$ cat src/rtl/pscl_timer_pkg.sv
package pscl_timer_pkg;
    localparam int REG_W  = 32;
    localparam int BE_W   = REG_W / 8;
    localparam int FLAG_W = 4;
    localparam logic [7:0] KICK_BYTE = 8'hA5;

    // mode word bit positions (software visible)
    localparam int BIT_IRQEN = 8;
    localparam int BIT_CONT  = 10;
    localparam int BIT_RUN   = 12;
    localparam int BIT_WDOG  = 15;

    typedef enum logic [1:0] {
        ADDR_MODE   = 2'd0,
        ADDR_CFG    = 2'd1,
        ADDR_FLAGS  = 2'd2
    } reg_addr_e;

    typedef struct packed {
        logic wdog;
        logic run;
        logic cont;
        logic irqen;
    } mode_t;
endpackage

$ cat src/rtl/pscl_timer_prescaler.sv
module pscl_timer_prescaler #(
    parameter int W = 16
) (
    input  logic         clk_i,
    input  logic         rst_ni,
    input  logic         run_i,
    input  logic         restart_i,
    input  logic [W-1:0] div_i,
    output logic         tick_o
);
    typedef struct packed {
        logic [W-1:0] cnt;
    } pre_st_t;

    pre_st_t st_q, st_d;
    logic [W-1:0] last;

    // div-1 wraps to all ones when div is 0: terminal count 2^W-1, divide by 2^W
    assign last   = div_i - {{(W-1){1'b0}}, 1'b1};
    assign tick_o = run_i && !restart_i && (st_q.cnt == last);

    always_comb begin
        st_d = st_q;
        if (!run_i || restart_i || tick_o) begin
            st_d.cnt = '0;
        end else begin
            st_d.cnt = st_q.cnt + {{(W-1){1'b0}}, 1'b1};
        end
    end

    always_ff @(posedge clk_i or negedge rst_ni) begin
        if (!rst_ni) begin
            st_q <= '0;
        end else begin
            st_q <= st_d;
        end
    end
endmodule

$ cat src/rtl/pscl_timer_period.sv
module pscl_timer_period #(
    parameter int W = 16
) (
    input  logic         clk_i,
    input  logic         rst_ni,
    input  logic         run_i,
    input  logic         restart_i,
    input  logic         tick_i,
    input  logic [W-1:0] load_i,
    output logic         expire_o
);
    localparam logic [W-1:0] ONE = {{(W-1){1'b0}}, 1'b1};

    typedef struct packed {
        logic [W-1:0] cnt;
    } per_st_t;

    per_st_t st_q, st_d;

    // a period of 0 expires on the first tick, like a period of 1
    assign expire_o = tick_i && (st_q.cnt <= ONE);

    always_comb begin
        st_d = st_q;
        if (!run_i || restart_i) begin
            st_d.cnt = load_i;
        end else if (tick_i) begin
            st_d.cnt = expire_o ? load_i : (st_q.cnt - ONE);
        end
    end

    always_ff @(posedge clk_i or negedge rst_ni) begin
        if (!rst_ni) begin
            st_q <= '0;
        end else begin
            st_q <= st_d;
        end
    end
endmodule

$ cat src/rtl/pscl_timer_ctrl.sv
module pscl_timer_ctrl
    import pscl_timer_pkg::*;
#(
    parameter int PRE_W = 16,
    parameter int PER_W = 16
) (
    input  logic             clk_i,
    input  logic             rst_ni,
    input  logic             wr_i,
    input  logic [1:0]       addr_i,
    input  logic [REG_W-1:0] wdata_i,
    input  logic [BE_W-1:0]  be_i,
    input  logic             expire_i,
    output logic [REG_W-1:0] rdata_o,
    output logic             run_o,
    output logic             restart_o,
    output logic [PRE_W-1:0] div_o,
    output logic [PER_W-1:0] load_o,
    output logic             irq_o,
    output logic             wdog_rst_o
);
    localparam int CFG_W = PRE_W + PER_W;
    localparam logic [BE_W-1:0] KICK_BE = {1'b1, {(BE_W-1){1'b0}}};

    typedef struct packed {
        mode_t             mode;
        logic [CFG_W-1:0]  cfg;
        logic [FLAG_W-1:0] flags;
        logic              wrst;
    } ctrl_st_t;

    ctrl_st_t st_q, st_d;
    logic wr_mode, wr_cfg, wr_flags, kick;
    logic [FLAG_W-1:0] clr;

    assign wr_mode  = wr_i && (addr_i == ADDR_MODE);
    assign wr_cfg   = wr_i && (addr_i == ADDR_CFG);
    assign wr_flags = wr_i && (addr_i == ADDR_FLAGS);
    assign kick     = wr_mode && (be_i == KICK_BE) &&
                      (wdata_i[REG_W-1 -: 8] == KICK_BYTE);
    assign clr      = (wr_flags && be_i[0]) ? wdata_i[FLAG_W-1:0] : '0;

    always_comb begin
        st_d = st_q;
        // expiry side effects first, so a same-edge software write wins
        if (expire_i && (st_q.mode.wdog || !st_q.mode.cont)) begin
            st_d.mode.run = 1'b0;
        end
        if (wr_mode && be_i[BIT_RUN/8]) begin
            st_d.mode.wdog  = wdata_i[BIT_WDOG];
            st_d.mode.run   = wdata_i[BIT_RUN];
            st_d.mode.cont  = wdata_i[BIT_CONT];
            st_d.mode.irqen = wdata_i[BIT_IRQEN];
        end
        if (st_d.mode.wdog) begin
            st_d.mode.irqen = 1'b0;
        end
        if (wr_cfg) begin
            for (int i = 0; i < CFG_W; i++) begin
                if (be_i[i/8]) begin
                    st_d.cfg[i] = wdata_i[i];
                end
            end
        end
        st_d.flags = (st_q.flags & ~clr) | {{(FLAG_W-1){1'b0}}, expire_i};
        st_d.wrst  = expire_i && st_q.mode.wdog;
    end

    always_ff @(posedge clk_i or negedge rst_ni) begin
        if (!rst_ni) begin
            st_q <= '0;
        end else begin
            st_q <= st_d;
        end
    end

    always_comb begin
        rdata_o = '0;
        case (addr_i)
            ADDR_MODE: begin
                rdata_o[BIT_WDOG]  = st_q.mode.wdog;
                rdata_o[BIT_RUN]   = st_q.mode.run;
                rdata_o[BIT_CONT]  = st_q.mode.cont;
                rdata_o[BIT_IRQEN] = st_q.mode.irqen;
            end
            ADDR_CFG:   rdata_o = REG_W'(st_q.cfg);
            ADDR_FLAGS: rdata_o = REG_W'(st_q.flags);
            default:    rdata_o = '0;
        endcase
    end

    assign run_o      = st_q.mode.run;
    assign restart_o  = kick || wr_cfg;
    assign div_o      = st_q.cfg[CFG_W-1:PER_W];
    // next-state period, so a configuration write reloads with the new value
    assign load_o     = st_d.cfg[PER_W-1:0];
    assign irq_o      = st_q.mode.irqen && (|st_q.flags);
    assign wdog_rst_o = st_q.wrst;
endmodule

$ cat src/rtl/pscl_timer.sv
module pscl_timer
    import pscl_timer_pkg::*;
#(
    parameter int PRE_W = 16,
    parameter int PER_W = 16
) (
    input  logic        clk_i,
    input  logic        rst_ni,
    input  logic        reg_wr_i,
    input  logic [1:0]  reg_addr_i,
    input  logic [31:0] reg_wdata_i,
    input  logic [3:0]  reg_be_i,
    output logic [31:0] reg_rdata_o,
    output logic        irq_o,
    output logic        wdog_rst_o
);
    logic             run;
    logic             restart;
    logic             pre_tick;
    logic             expire;
    logic [PRE_W-1:0] div;
    logic [PER_W-1:0] load;

    pscl_timer_ctrl #(.PRE_W(PRE_W), .PER_W(PER_W)) u_ctrl (
        .clk_i      (clk_i),
        .rst_ni     (rst_ni),
        .wr_i       (reg_wr_i),
        .addr_i     (reg_addr_i),
        .wdata_i    (reg_wdata_i),
        .be_i       (reg_be_i),
        .expire_i   (expire),
        .rdata_o    (reg_rdata_o),
        .run_o      (run),
        .restart_o  (restart),
        .div_o      (div),
        .load_o     (load),
        .irq_o      (irq_o),
        .wdog_rst_o (wdog_rst_o)
    );

    pscl_timer_prescaler #(.W(PRE_W)) u_pre (
        .clk_i     (clk_i),
        .rst_ni    (rst_ni),
        .run_i     (run),
        .restart_i (restart),
        .div_i     (div),
        .tick_o    (pre_tick)
    );

    pscl_timer_period #(.W(PER_W)) u_per (
        .clk_i     (clk_i),
        .rst_ni    (rst_ni),
        .run_i     (run),
        .restart_i (restart),
        .tick_i    (pre_tick),
        .load_i    (load),
        .expire_o  (expire)
    );
endmodule

$ cat config.mk
export PLATFORM = sky130hd
export DESIGN_NAME = pscl_timer
export DESIGN_NICKNAME = d
export VERILOG_FILES = /design/src/rtl/pscl_timer_pkg.sv /design/src/rtl/pscl_timer_prescaler.sv /design/src/rtl/pscl_timer_period.sv /design/src/rtl/pscl_timer_ctrl.sv /design/src/rtl/pscl_timer.sv
export SDC_FILE = /design/constraint.sdc
export NUM_CORES = 1
export LEC_CHECK = 0
export BUFFER_PORTS_ARGS = -buffer_cell sky130_fd_sc_hd__buf_2
export CAP_MARGIN = 20
export CORE_MARGIN = 3
export CORE_UTILIZATION = 55
export CTS_BUF_LIST = sky130_fd_sc_hd__clkbuf_8
export DETAILED_ROUTE_END_ITERATION = 12
export GPL_ROUTABILITY_DRIVEN = 0
export GPL_TIMING_DRIVEN = 0
export PLACE_DENSITY = 0.78
export SYNTH_ARGS = -nofsm -noshare
export SYNTH_HDL_FRONTEND = slang
export SYNTH_SLANG_ARGS = --single-unit
$ cat constraint.sdc
create_clock -name clk_i -period 3.45 [get_ports clk_i]
set_input_delay 0.5175 -clock clk_i [delete_from_list [all_inputs] [get_ports clk_i]]
set_output_delay 0.5175 -clock clk_i [all_outputs]
set_load 0.005 [all_outputs]
==> impl_results.md, run 1 <==
* Slowest-stage cell, CP: or4_1
* Post-layout util at about two thirds
* Syn nets at 511
* WL/cell at between 15 and 20 um
* Cell family with most CP delay: simple AND/OR/NAND/NOR gates
* Largest net degree at the start of global routing at 74
* Clk pwr share at 25.2%
* Die width at around 96 um
* Cells after Synth at 463
* Num CTS Buffers at 9
* Register area share after synthesis at 40.9%
* CTS Buffer Depth at 2
* Port Buffer Count at 73
* CTS root buffer: clkbuf_8
* Area of the core at 7810 sq um
* Bufs and invs on worst path at 1
* Total grt overflow at 0
* Fin nets at 596
* Clock skew at about 0.013 ns
* Fmax at 0.302 GHz
* Vias at 3970
* RSZ-0062 raised after global routing: no
* Final ANT Viol Nets at 0
* GRT Total Usage at between 20% and 30%
* Inst Count DP at 638
* Number of global-route vias before repair at about 3700
* First-pass GRT wire length at 18200 um
* Die ar. at about 9200 sq um
* CTS Hold Bufs at 0
* Max_cap viols at 0
* Area Growth Syn to Fin at 17.2%
* Post-synth top flop: dfrtp_1
* Worst reg2reg path startpoint: u_per.st_q[6]
* Ant. Diodes at 0
* Sw Ratio at 35.8%
* Flop pwr share at 44.1%
* Initial DRC Count at 362
* Crit Path Class: flip-flop to flip-flop
* Syn. warnings at 0
* Share of cells above drive strength 1 at 27.8%
* R2R Setup Slk at 0.14 ns
* Rel. slew slack at 21.6%
* Worst setup EP type: flip-flop
* RR Endpoint: u_per.st_q[3]
* Status: complete, no violations
* Pwr dens at ~510 nW/um^2
* Worst-margin pin slew at 1.17 ns
* Initial Util at a little under three fifths
* Sw Pwr at 0.955 mW
* Hpwl dp at 8250 um
* Row count at 32
* Yosys reg bits at 73
* Lkg Pwr at 2.31 nW
* Reg2Reg Depth at 7
* Initial antenna violation count at 0
* WL final at 11400 um
* Crit path DAT at 3.56 ns
* Int Pwr at 1.71 mW
* Syn Area/Cell at 9.64 sq um
* Final worst path period share at 96.1%
* I/O pin count at 75
* CP max stage delay at 0.66 ns
* Number of synthesized flops with an enable pin at 0
* Crit path top cell by count: or4_1
* Vias per std cell at 6.06
* Overall Power at 2.67 mW
* Pins over their slew limit at 0
* Worst-path clk slew at 0.08 ns
* Req. time, crit path at 3.70 ns
* Insertion delay to the later sink of the worst-skew pair at 0.36 ns
* Final setup fails at 0
* Final Hold Viols at 0
* H-tree levels at 3
* Hold Path Class: input port to async pin
* CTS tree: done
* Combinational power share at 30.7%
* Height of the chip at 96.1 um
* DRC at 0
* Clock sink count at 73
* Asr flop ratio synth at 100%
* CP Launch Type: flip-flop
* Critical path cell sequence: or4_1 -> or4_1 -> buf_2 -> or4_4 -> nor4_4 -> nor2_1 -> a221o_1
* Drt pass-1 iters at 4
* Number of distinct library cells after synthesis at 67
* Mapped cell area at around 4500 sq um
* Tmin final at 3.31 ns
* Worst vdd ir at about 200 uV
* CP Max Fanout at 9
* Post-Layout Cell Count at around 660
[worst reg2reg max path: cells and delay by family (launching register included)]
family	cells	cell delay, ns
buffers and inverters	1	0.21
DFF	1	0.42
and+or+nand+nor	5	2.27
AOI/OAI and AO/OA	1	0.32
[metal layers]
metal  routed length (um)  track usage (%)  vias to the layer above
li1                     -                -                     1869
met1                 5360             37.4                     1918
met2                 5150             37.7                      166
met3                  749             5.39                       17
met4                  192             8.18                        0
met5                    0                0                        -
[how the worst max path moves through the flow]
stage | from | endpoint | slack, ns | cells after the start
after floorplan | u_ctrl.div_o[3] | u_per.st_q[10] | 0.31 | 10
after global placement | u_ctrl.div_o[3] | u_per.st_q[11] | -0.10 | 9
after detailed placement | u_ctrl.div_o[8] | u_per.st_q[11] | -0.12 | 9
after CTS | u_ctrl.div_o[0] | u_per.st_q[10] | 0.02 | 11
after global routing | u_ctrl.div_o[3] | u_per.st_q[11] | 0.005 | 10
final | u_per.st_q[6] | u_per.st_q[3] | 0.14 | 7
[stage by stage]
step | cell area [sq um] | TNS [ns] | worst slack [ns] | hold WS (ns)
global route | 5230 | 0 | 0.00494 | 0.330
floorplan | 4460 | 0 | 0.310 | 0.222
global placement | 4960 | -0.183 | -0.100 | 0.503
detailed placement | 4960 | -0.362 | -0.121 | 0.505
finish | 5230 | 0 | 0.136 | 0.278
CTS | 5190 | 0 | 0.0205 | 0.321
[area by class of cell]
class | count | area [sq um]
fill | 629 | 2570
multi-input combinational | 355 | 2560
sequential | 73 | 1830
timing repair buffer | 75 | 383
tap | 102 | 128
clock buffer | 9 | 124
buffer | 20 | 91.3
clock inverter | 7 | 68.8
inverter | 14 | 52.6
[what timing repair did]
item / CTS / global route
setup endpoints to repair: 6 / 21
gates resized for setup: 3 / 10
pin swaps: 1 / 0
setup buffers: 2 / 0
hold endpoints to repair: 0 / 0
[power by group through the flow]
stage	combinational, mW	sequential [mW]	clock [mW]
5_1_grt	0.900	1.20	0.725
3_5_place_dp	0.772	1.18	0
6_report	0.819	1.17	0.673
4_1_cts	0.790	1.17	0.684
3_3_place_gp	0.745	1.17	0
2_1_floorplan	0.571	1.14	0
[state kept, by name, indices dropped and copies added (netlist names)]
name and cells:
u_ctrl.div_o 16, u_ctrl.run_o 1, u_ctrl.wdog_rst_o 1, u_ctrl.st_q 23
u_pre.st_q 16, u_per.st_q 16
[placed cells by master (no fill, tap or decap), drive strengths merged, types with 7 or more instances in the layout]
cell type | Yosys | routed
nor4 | 10 | 10
ha | 7 | 7
nor2 | 35 | 35
or3 | 9 | 9
inv | 14 | 15
buf | 5 | 79
and3 | 13 | 13
nand3 | 25 | 25
nand2 | 23 | 23
clkbuf | 16 | 25
xnor2 | 20 | 20
mux2 | 33 | 33
nor3 | 20 | 20
or4 | 9 | 9
and2 | 22 | 22
dfrtp | 73 | 73
o21ai | 18 | 18
a21oi | 12 | 12
xor2 | 14 | 14
[Yosys cell counts (13+ instances only)]
cell type  count  area share [%]
nor3_1        20             2.2
xor2_1        14             2.7
and3_1        13             1.8
clkbuf_1      16             1.3
xnor2_1       20             3.9
mux2_2        33             8.3
nand3_1       25             2.8
dfrtp_1       73              41
inv_1         14             1.2
o21ai_0       17             1.9
and2_1        21             2.9
nor2_1        35             2.9
nand2_1       23             1.9
[cells by family after synthesis]
group / share of synthesized area [%]
AND/OR/NAND/NOR: 24.4
adder cells (fa/ha/maj): 1.96
multiplexers: 9.22
XOR/XNOR: 6.67
AO/OA/AOI/OAI: 13.6
buffers and inverters: 3.22
flip-flops: 40.9
(Power assumes the default switching activity.)
==> run 2, diff against run 1 <==
--- a/config.mk
+++ b/config.mk
@@ -9,11 +9,12 @@
 export CAP_MARGIN = 20
 export CORE_MARGIN = 3
 export CORE_UTILIZATION = 55
-export CTS_BUF_LIST = sky130_fd_sc_hd__clkbuf_8
+export CTS_BUF_LIST = sky130_fd_sc_hd__clkbuf_16
 export DETAILED_ROUTE_END_ITERATION = 12
 export GPL_ROUTABILITY_DRIVEN = 0
 export GPL_TIMING_DRIVEN = 0
 export PLACE_DENSITY = 0.78
+export SETUP_SLACK_MARGIN = 0.4
 export SYNTH_ARGS = -nofsm -noshare
 export SYNTH_HDL_FRONTEND = slang
 export SYNTH_SLANG_ARGS = --single-unit
==> run 2 against run 1 <==
Effect of this change:
- setup slack improved by 0.13 ns
- non-clock buffer count rose by 19
- clock-buffer cell count is the same
- sequential power hardly changed
- critical path depth is 2 higher
- die area unchanged
- clock power is 26% higher
- register-to-register slack gained 0.13 ns
- design area is 7.5% higher
- via count grew 4.1%
==> impl_results.md, run 2 (synthesized netlist as in run 1, its figures left out) <==
* Initial DRC Count at 326 (-9.9%)
* Final setup fails at 0 (unchanged)
* Fmax at 0.314 GHz (+4.0%)
* R2R Setup Slk at 0.26 ns (+0.13 ns)
* Vias per std cell at 6.13 (+1.2%)
* CTS tree: done
* WL/cell at 18.6 um (+6.5%)
* Hold Path Class: input port to async pin
* Number of global-route vias before repair at 3847 (+3.3%)
* Hpwl dp at 8470 um (+2.6%)
* Largest net degree at the start of global routing at 74 (unchanged)
* Area Growth Syn to Fin at 26.0%
* DRC at 0 (unchanged)
* Total grt overflow at 0 (unchanged)
* CTS root buffer: clkbuf_16
* Clock skew at 0.00662 ns (-0.00641 ns)
* RSZ-0062 raised after global routing: yes
* First-pass GRT wire length at 19400 um (+6.4%)
* Vias at 4133 (+4.1%)
* CP Max Fanout at 5 (-4)
* TNS Setup at 0 ns (unchanged)
* CTS Hold Bufs at 0 (unchanged)
* H-tree levels at 3 (unchanged)
* Commonest non-fill, non-tap cell in the layout: buf_2
* Filler cells at 555 (-12%)
* Height of the chip at 96.1 um (unchanged)
* Multi-input logic area at 2680 sq um (+4.9%)
* Req. time, crit path at 3.72 ns (+0.02 ns)
* Drt pass-1 iters at 5 (+1)
* Ant. Diodes at 0 (unchanged)
* Tmin final at 3.19 ns (-0.127 ns)
* Final ANT Viol Nets at 0 (unchanged)
* CP Launch Type: flip-flop
* Lkg Pwr at 2.49 nW (+7.7%)
* Clock sink count at 73 (unchanged)
* Crit path DAT at 3.45 ns (-0.11 ns)
* Port Buffer Count at 73 (unchanged)
* GRT Total Usage at 27.4% (+1.8 points)
* Insertion delay to the later sink of the worst-skew pair at 0.33 ns (-0.03 ns)
* Final worst path period share at 92.4% (-3.7 points)
* Die width at 96.1 um (unchanged)
* Overall Power at 3.00 mW (+13%)
* Worst setup EP type: flip-flop
* Crit Path Class: flip-flop to flip-flop
* Pwr dens at 534 nW/um^2 (+4.7%)
* Worst-path clk slew at 0.06 ns (-0.02 ns)
* Min setup slack post-route at 0.263 ns (+0.127 ns)
* Initial antenna violation count at 0 (unchanged)
* Pins over their slew limit at 0 (unchanged)
* Area of the core at 7810 sq um (unchanged)
* Reg2Reg Depth at 9 (+2)
* I/O pin count at 75 (unchanged)
* Row count at 32 (unchanged)
* Final Hold Viols at 0 (unchanged)
* Fin nets at 615 (+3.2%)
* Placed inst area at 4970 sq um (+0.33%)
* Most frequent cells in the layout: buf_2, dfrtp_1, nor2_1
* Worst vdd ir at 259 uV (+31%)
* Post-layout util at 72.0% (+5.0 points)
* Reg area at 1830 sq um (+0.27%)
* Rel. slew slack at 39.9% (+18 points)
* Max reg flops at 23 (unchanged)
* Num CTS Buffers at 9 (unchanged)
* CTS Buffer Depth at 2 (unchanged)
* DP Worst Slack at -0.137 ns (-0.0154 ns)
* Worst-margin pin slew at 0.902 ns (-0.263 ns)
* Max_cap viols at 0 (unchanged)
* WL final at 12600 um (+9.6%)
* Status: complete, no violations
* Largest reg by FF count: u_ctrl.st_q
* Final Cell Area at 5620 sq um (+7.5%)
* Share of cells above drive strength 1 at 34.3% (+6.4 points)
* Initial Util at 57.2% (unchanged)
* Die ar. at 9230 sq um (unchanged)
[run 2: final timing paths]
kind | start | endpoint
min in group clk_i | reg_wdata_i[3] | u_ctrl.st_q[4]
worst min-delay path | rst_ni | u_ctrl.st_q[3]
worst max-delay path | u_per.st_q[12] | u_per.st_q[13]
worst max register to register | u_per.st_q[12] | u_per.st_q[13]
worst min register to register | u_ctrl.st_q[18] | u_ctrl.st_q[18]
max in group asynchronous | rst_ni | u_ctrl.div_o[0]
[run 2: worst max-delay path, cell delays in order (launching register included)]
cell and delay (ns):
dfrtp_1 0.43, or3_4 0.35, or2_4 0.24, or4_4 0.53, buf_6 0.14, or4_4 0.43, or4_4 0.50, buf_8 0.17
a22oi_2 0.15, o221a_1 0.19
[run 2: layout make-up]
type / instances / share of cell area [%]
Sequential cell: 73 / 32.6
Tap cell: 102 / 2.27
Clock inverter: 7 / 0.823
Timing Repair Buffer: 93 / 9.52
Clock buffer: 9 / 4.01
Inverter: 14 / 0.935
Buffer: 21 / 2.14
Multi-Input combinational cell: 355 / 47.7
[run 2: routing by layer]
layer  wire length (um)  part of all wire [%]  GRT usage (%)  up-vias
li1                   -                     -              -     1909
met1               5510                    44           38.9     1997
met2               5850                    47           42.6      201
met3               1010                   8.0           5.00       26
met4                177                   1.4           8.06        0
met5                  0                     0              0        -
[run 2: timing repair]
action / CTS / global route
setup endpoints to repair: 34 / 27
pin swaps: 9 / 10
resized for setup: 30 / 25
buffers inserted: 12 / 6
cloned: 1 / 0
[run 2: through the flow]
stage | std cells | hold slack (ns)
4_1_cts | 667 | 0.352
6_report | 674 | 0.320
5_1_grt | 674 | 0.378
3_3_place_gp | 638 | 0.498
2_1_floorplan | 463 | 0.222
3_5_place_dp | 638 | 0.508
[run 2: where the power goes]
group | total, mW | leakage (nW) | internal, mW | switching [mW]
clock | 0.847 | 0.128 | 0.484 | 0.362
combinational | 0.973 | 1.44 | 0.443 | 0.530
sequential | 1.18 | 0.916 | 1.02 | 0.163
==> run 3, diff against run 2 <==
--- a/config.mk
+++ b/config.mk
@@ -6,7 +6,6 @@
 export NUM_CORES = 1
 export LEC_CHECK = 0
 export BUFFER_PORTS_ARGS = -buffer_cell sky130_fd_sc_hd__buf_2
-export CAP_MARGIN = 20
 export CORE_MARGIN = 3
 export CORE_UTILIZATION = 55
 export CTS_BUF_LIST = sky130_fd_sc_hd__clkbuf_16
@@ -14,6 +13,7 @@
 export GPL_ROUTABILITY_DRIVEN = 0
 export GPL_TIMING_DRIVEN = 0
 export PLACE_DENSITY = 0.78
+export RECOVER_POWER = 100
 export SETUP_SLACK_MARGIN = 0.4
 export SYNTH_ARGS = -nofsm -noshare
 export SYNTH_HDL_FRONTEND = slang
==> run 3 against run 2 <==
Effect of this change:
- the flow now finishes with violations (max-capacitance violations, max-slew violations)
- non-clock buffer count fell by 1
- flip-flop and latch count did not move
- power fell by 0.63%
- final cell count fell by 0.15%
- sequential power barely moved
- first-iteration DRC count rose by 0.92%
- global-route usage did not move
- design area fell by 0.87%
- worst hold slack improved by 0.057 ns
- clock-buffer cell count did not move
- die area did not move
- largest power group unchanged
- highest routed layer unchanged
==> impl_results.md, run 3 (synthesized netlist as in run 1, its figures left out) <==
* WL final at 12500 um (-0.24%)
* Rel. slew slack at -18.6% (-59 points)
* Worst hold endpoint: u_ctrl.st_q[2]
* RR Endpoint: u_per.st_q[6]
* Area Growth Syn to Fin at 24.9%
* Max_cap viols at 1 (+1)
* Reg2Reg Depth at 11 (+2)
* Drt pass-1 iters at 5 (unchanged)
* Final ANT Viol Nets at 0 (unchanged)
* Ant. Diodes at 0 (unchanged)
* Clock sink count at 73 (unchanged)
* DP Worst Slack at -0.137 ns (unchanged)
* Pins over their slew limit at 74 (+74)
* Lkg Pwr at 2.40 nW (-3.5%)
* Fin nets at 614 (-0.16%)
* Final setup fails at 0 (unchanged)
* Insertion delay to the later sink of the worst-skew pair at 0.33 ns (about the same)
* Largest net degree at the start of global routing at 74 (unchanged)
* Initial Util at 57.2% (unchanged)
* Req. time, crit path at 3.65 ns (-0.07 ns)
* Status: finished with violations
* Total grt overflow at 0 (unchanged)
* Hold Path Cell Cnt at 2
* Commonest non-fill, non-tap cell in the layout: dfrtp_1
* Initial antenna violation count at 0 (unchanged)
* Reg area at 1830 sq um (unchanged)
* Worst-path clk slew at 0.06 ns (about the same)
* Tmin final at 3.26 ns (+0.0751 ns)
* Inst Count DP at 638 (unchanged)
* Hold path start: reg_wdata_i[1]
* Pwr dens at 535 nW/um^2 (+0.24%)
* Worst reg2reg path startpoint: u_ctrl.div_o[3]
* Min setup slack post-route at 0.188 ns (-0.0751 ns)
* Vias at 4149 (+0.39%)
* I/O pin count at 75 (unchanged)
* Port Buffer Count at 73 (unchanged)
* WL/cell at 18.6 um (about the same)
* Num CTS Buffers at 9 (unchanged)
* TNS Setup at 0 ns (unchanged)
* CTS Hold Bufs at 0 (unchanged)
* Crit Path Class: flip-flop to flip-flop
* Post-layout util at 71.4% (-0.63 points)
* CTS Buffer Depth at 2 (unchanged)
* Multi-input logic area at 2670 sq um (-0.61%)
* Row count at 32 (unchanged)
* Share of cells above drive strength 1 at 28.2% (-6.1 points)
* RSZ-0062 raised after global routing: yes
* Crit path DAT at 3.46 ns (about the same)
* R2R Setup Slk at 0.19 ns (-0.08 ns)
* Die width at 96.1 um (unchanged)
* Worst-margin pin slew at 1.78 ns (+0.878 ns)
* Worst setup EP type: flip-flop
* CP Launch Type: flip-flop
* Die ar. at 9230 sq um (unchanged)
* Number of global-route vias before repair at 3847 (unchanged)
* Final worst path period share at 94.6% (+2.2 points)
* Vias per std cell at 6.16 (+0.54%)
* GRT Total Usage at 27.4% (unchanged)
* Post-Layout Cell Count at 673 (-0.15%)
* Max reg flops at 23 (unchanged)
* Area of the core at 7810 sq um (unchanged)
* First-pass GRT wire length at 19400 um (unchanged)
* DRC at 0 (unchanged)
* Final Hold Viols at 0 (unchanged)
* Filler cells at 570 (+2.7%)
* Largest reg by FF count: u_ctrl.st_q
* H-tree levels at 3 (unchanged)
* Initial DRC Count at 329 (+0.92%)
* Hold Path Class: input port to flip-flop
* Most frequent cells in the layout: dfrtp_1, buf_2, nor2_1
* Height of the chip at 96.1 um (unchanged)
* Worst vdd ir at 259 uV (about the same)
* Hpwl dp at 8470 um (unchanged)
* Fmax at 0.307 GHz (-2.3%)
* Clock skew at 0.00644 ns (-0.000175 ns)
* CP Max Fanout at 9 (+4)
* CTS root buffer: clkbuf_16
* Failing checks: max-capacitance violations, max-slew violations
* Overall Power at 2.98 mW (-0.63%)
* CTS tree: done
-- run 3: changes by cell type in the layout (fill, tap and decap cells not counted), moves of 2 or more --
cell / delta
buf_2: -17
clkbuf_1: +15
and2_0: +14
and2_1: -14
mux2_1: +14
mux2_2: -14
buf_4: -3
clkbuf_2: +3
o21ai_0: +2
o21ai_1: -2
-- run 3: power breakdown --
part | internal (mW) | switching, mW
Clock | 0.485 | 0.365
Sequential | 1.02 | 0.161
Combinational | 0.424 | 0.528
-- run 3: critical path: stages, from the launching register on --
cell and delay (ns):
dfrtp_1 0.36, buf_4 0.17, or4_1 0.68, nor4_4 0.21, xnor2_1 0.18, nand4_1 0.15
clkbuf_1 0.17, buf_4 0.16, or4_4 0.58, buf_8 0.17, nand2_1 0.16, o211ai_1 0.13
-- run 3: per-layer routing --
| metal | wire [um] | global-route usage [%] | vias up | part of all wire, % |
|---|---|---|---|---|
| met5 | 0 | 0 | - | 0 |
| li1 | - | - | 1906 | - |
| met4 | 239 | 8.06 | 0 | 1.9 |
| met3 | 873 | 5.00 | 28 | 7.0 |
| met1 | 5610 | 38.9 | 2022 | 45 |
| met2 | 5800 | 42.6 | 193 | 46 |
-- run 3: how the worst max path moves through the flow --
stage,from,end,slack [ns],depth (start not counted)
2_1_floorplan,u_ctrl.div_o[3],u_per.st_q[10],0.40,10
3_3_place_gp,u_ctrl.div_o[3],u_per.st_q[11],-0.03,9
3_5_place_dp,u_ctrl.div_o[8],u_per.st_q[11],-0.14,9
4_1_cts,u_per.st_q[13],u_per.st_q[6],0.29,9
5_1_grt,u_ctrl.div_o[3],u_ctrl.run_o,0.1,11
6_report,u_ctrl.div_o[3],u_per.st_q[6],0.19,11
-- run 3: cell type report --
cell class / count / share of cell area, %
clock buffers: 9 / 4.04
inverters: 14 / 0.943
well taps: 102 / 2.29
multi-input cells: 355 / 47.9
plain buffers: 21 / 2.11
repair buffers: 92 / 9.07
flip-flops and latches: 73 / 32.9
clock inverters: 7 / 0.831
-- run 3: what timing repair did --
action | 4_1_cts | 5_1_grt
gates cloned | 1 | 0
endpoints found under the setup margin | 34 | 27
buffers inserted | 12 | 6
pin swaps | 9 | 10
gates resized for setup | 30 | 25
endpoints found under the hold margin | 0 | 0
-- run 3: per-stage QoR --
step	hold WS [ns]	area [sq um]
after detailed placement	0.508	4970
after CTS	0.352	5500
final	0.377	5570
after floorplan	0.222	4480
after global placement	0.498	4970
after global routing	0.377	5570
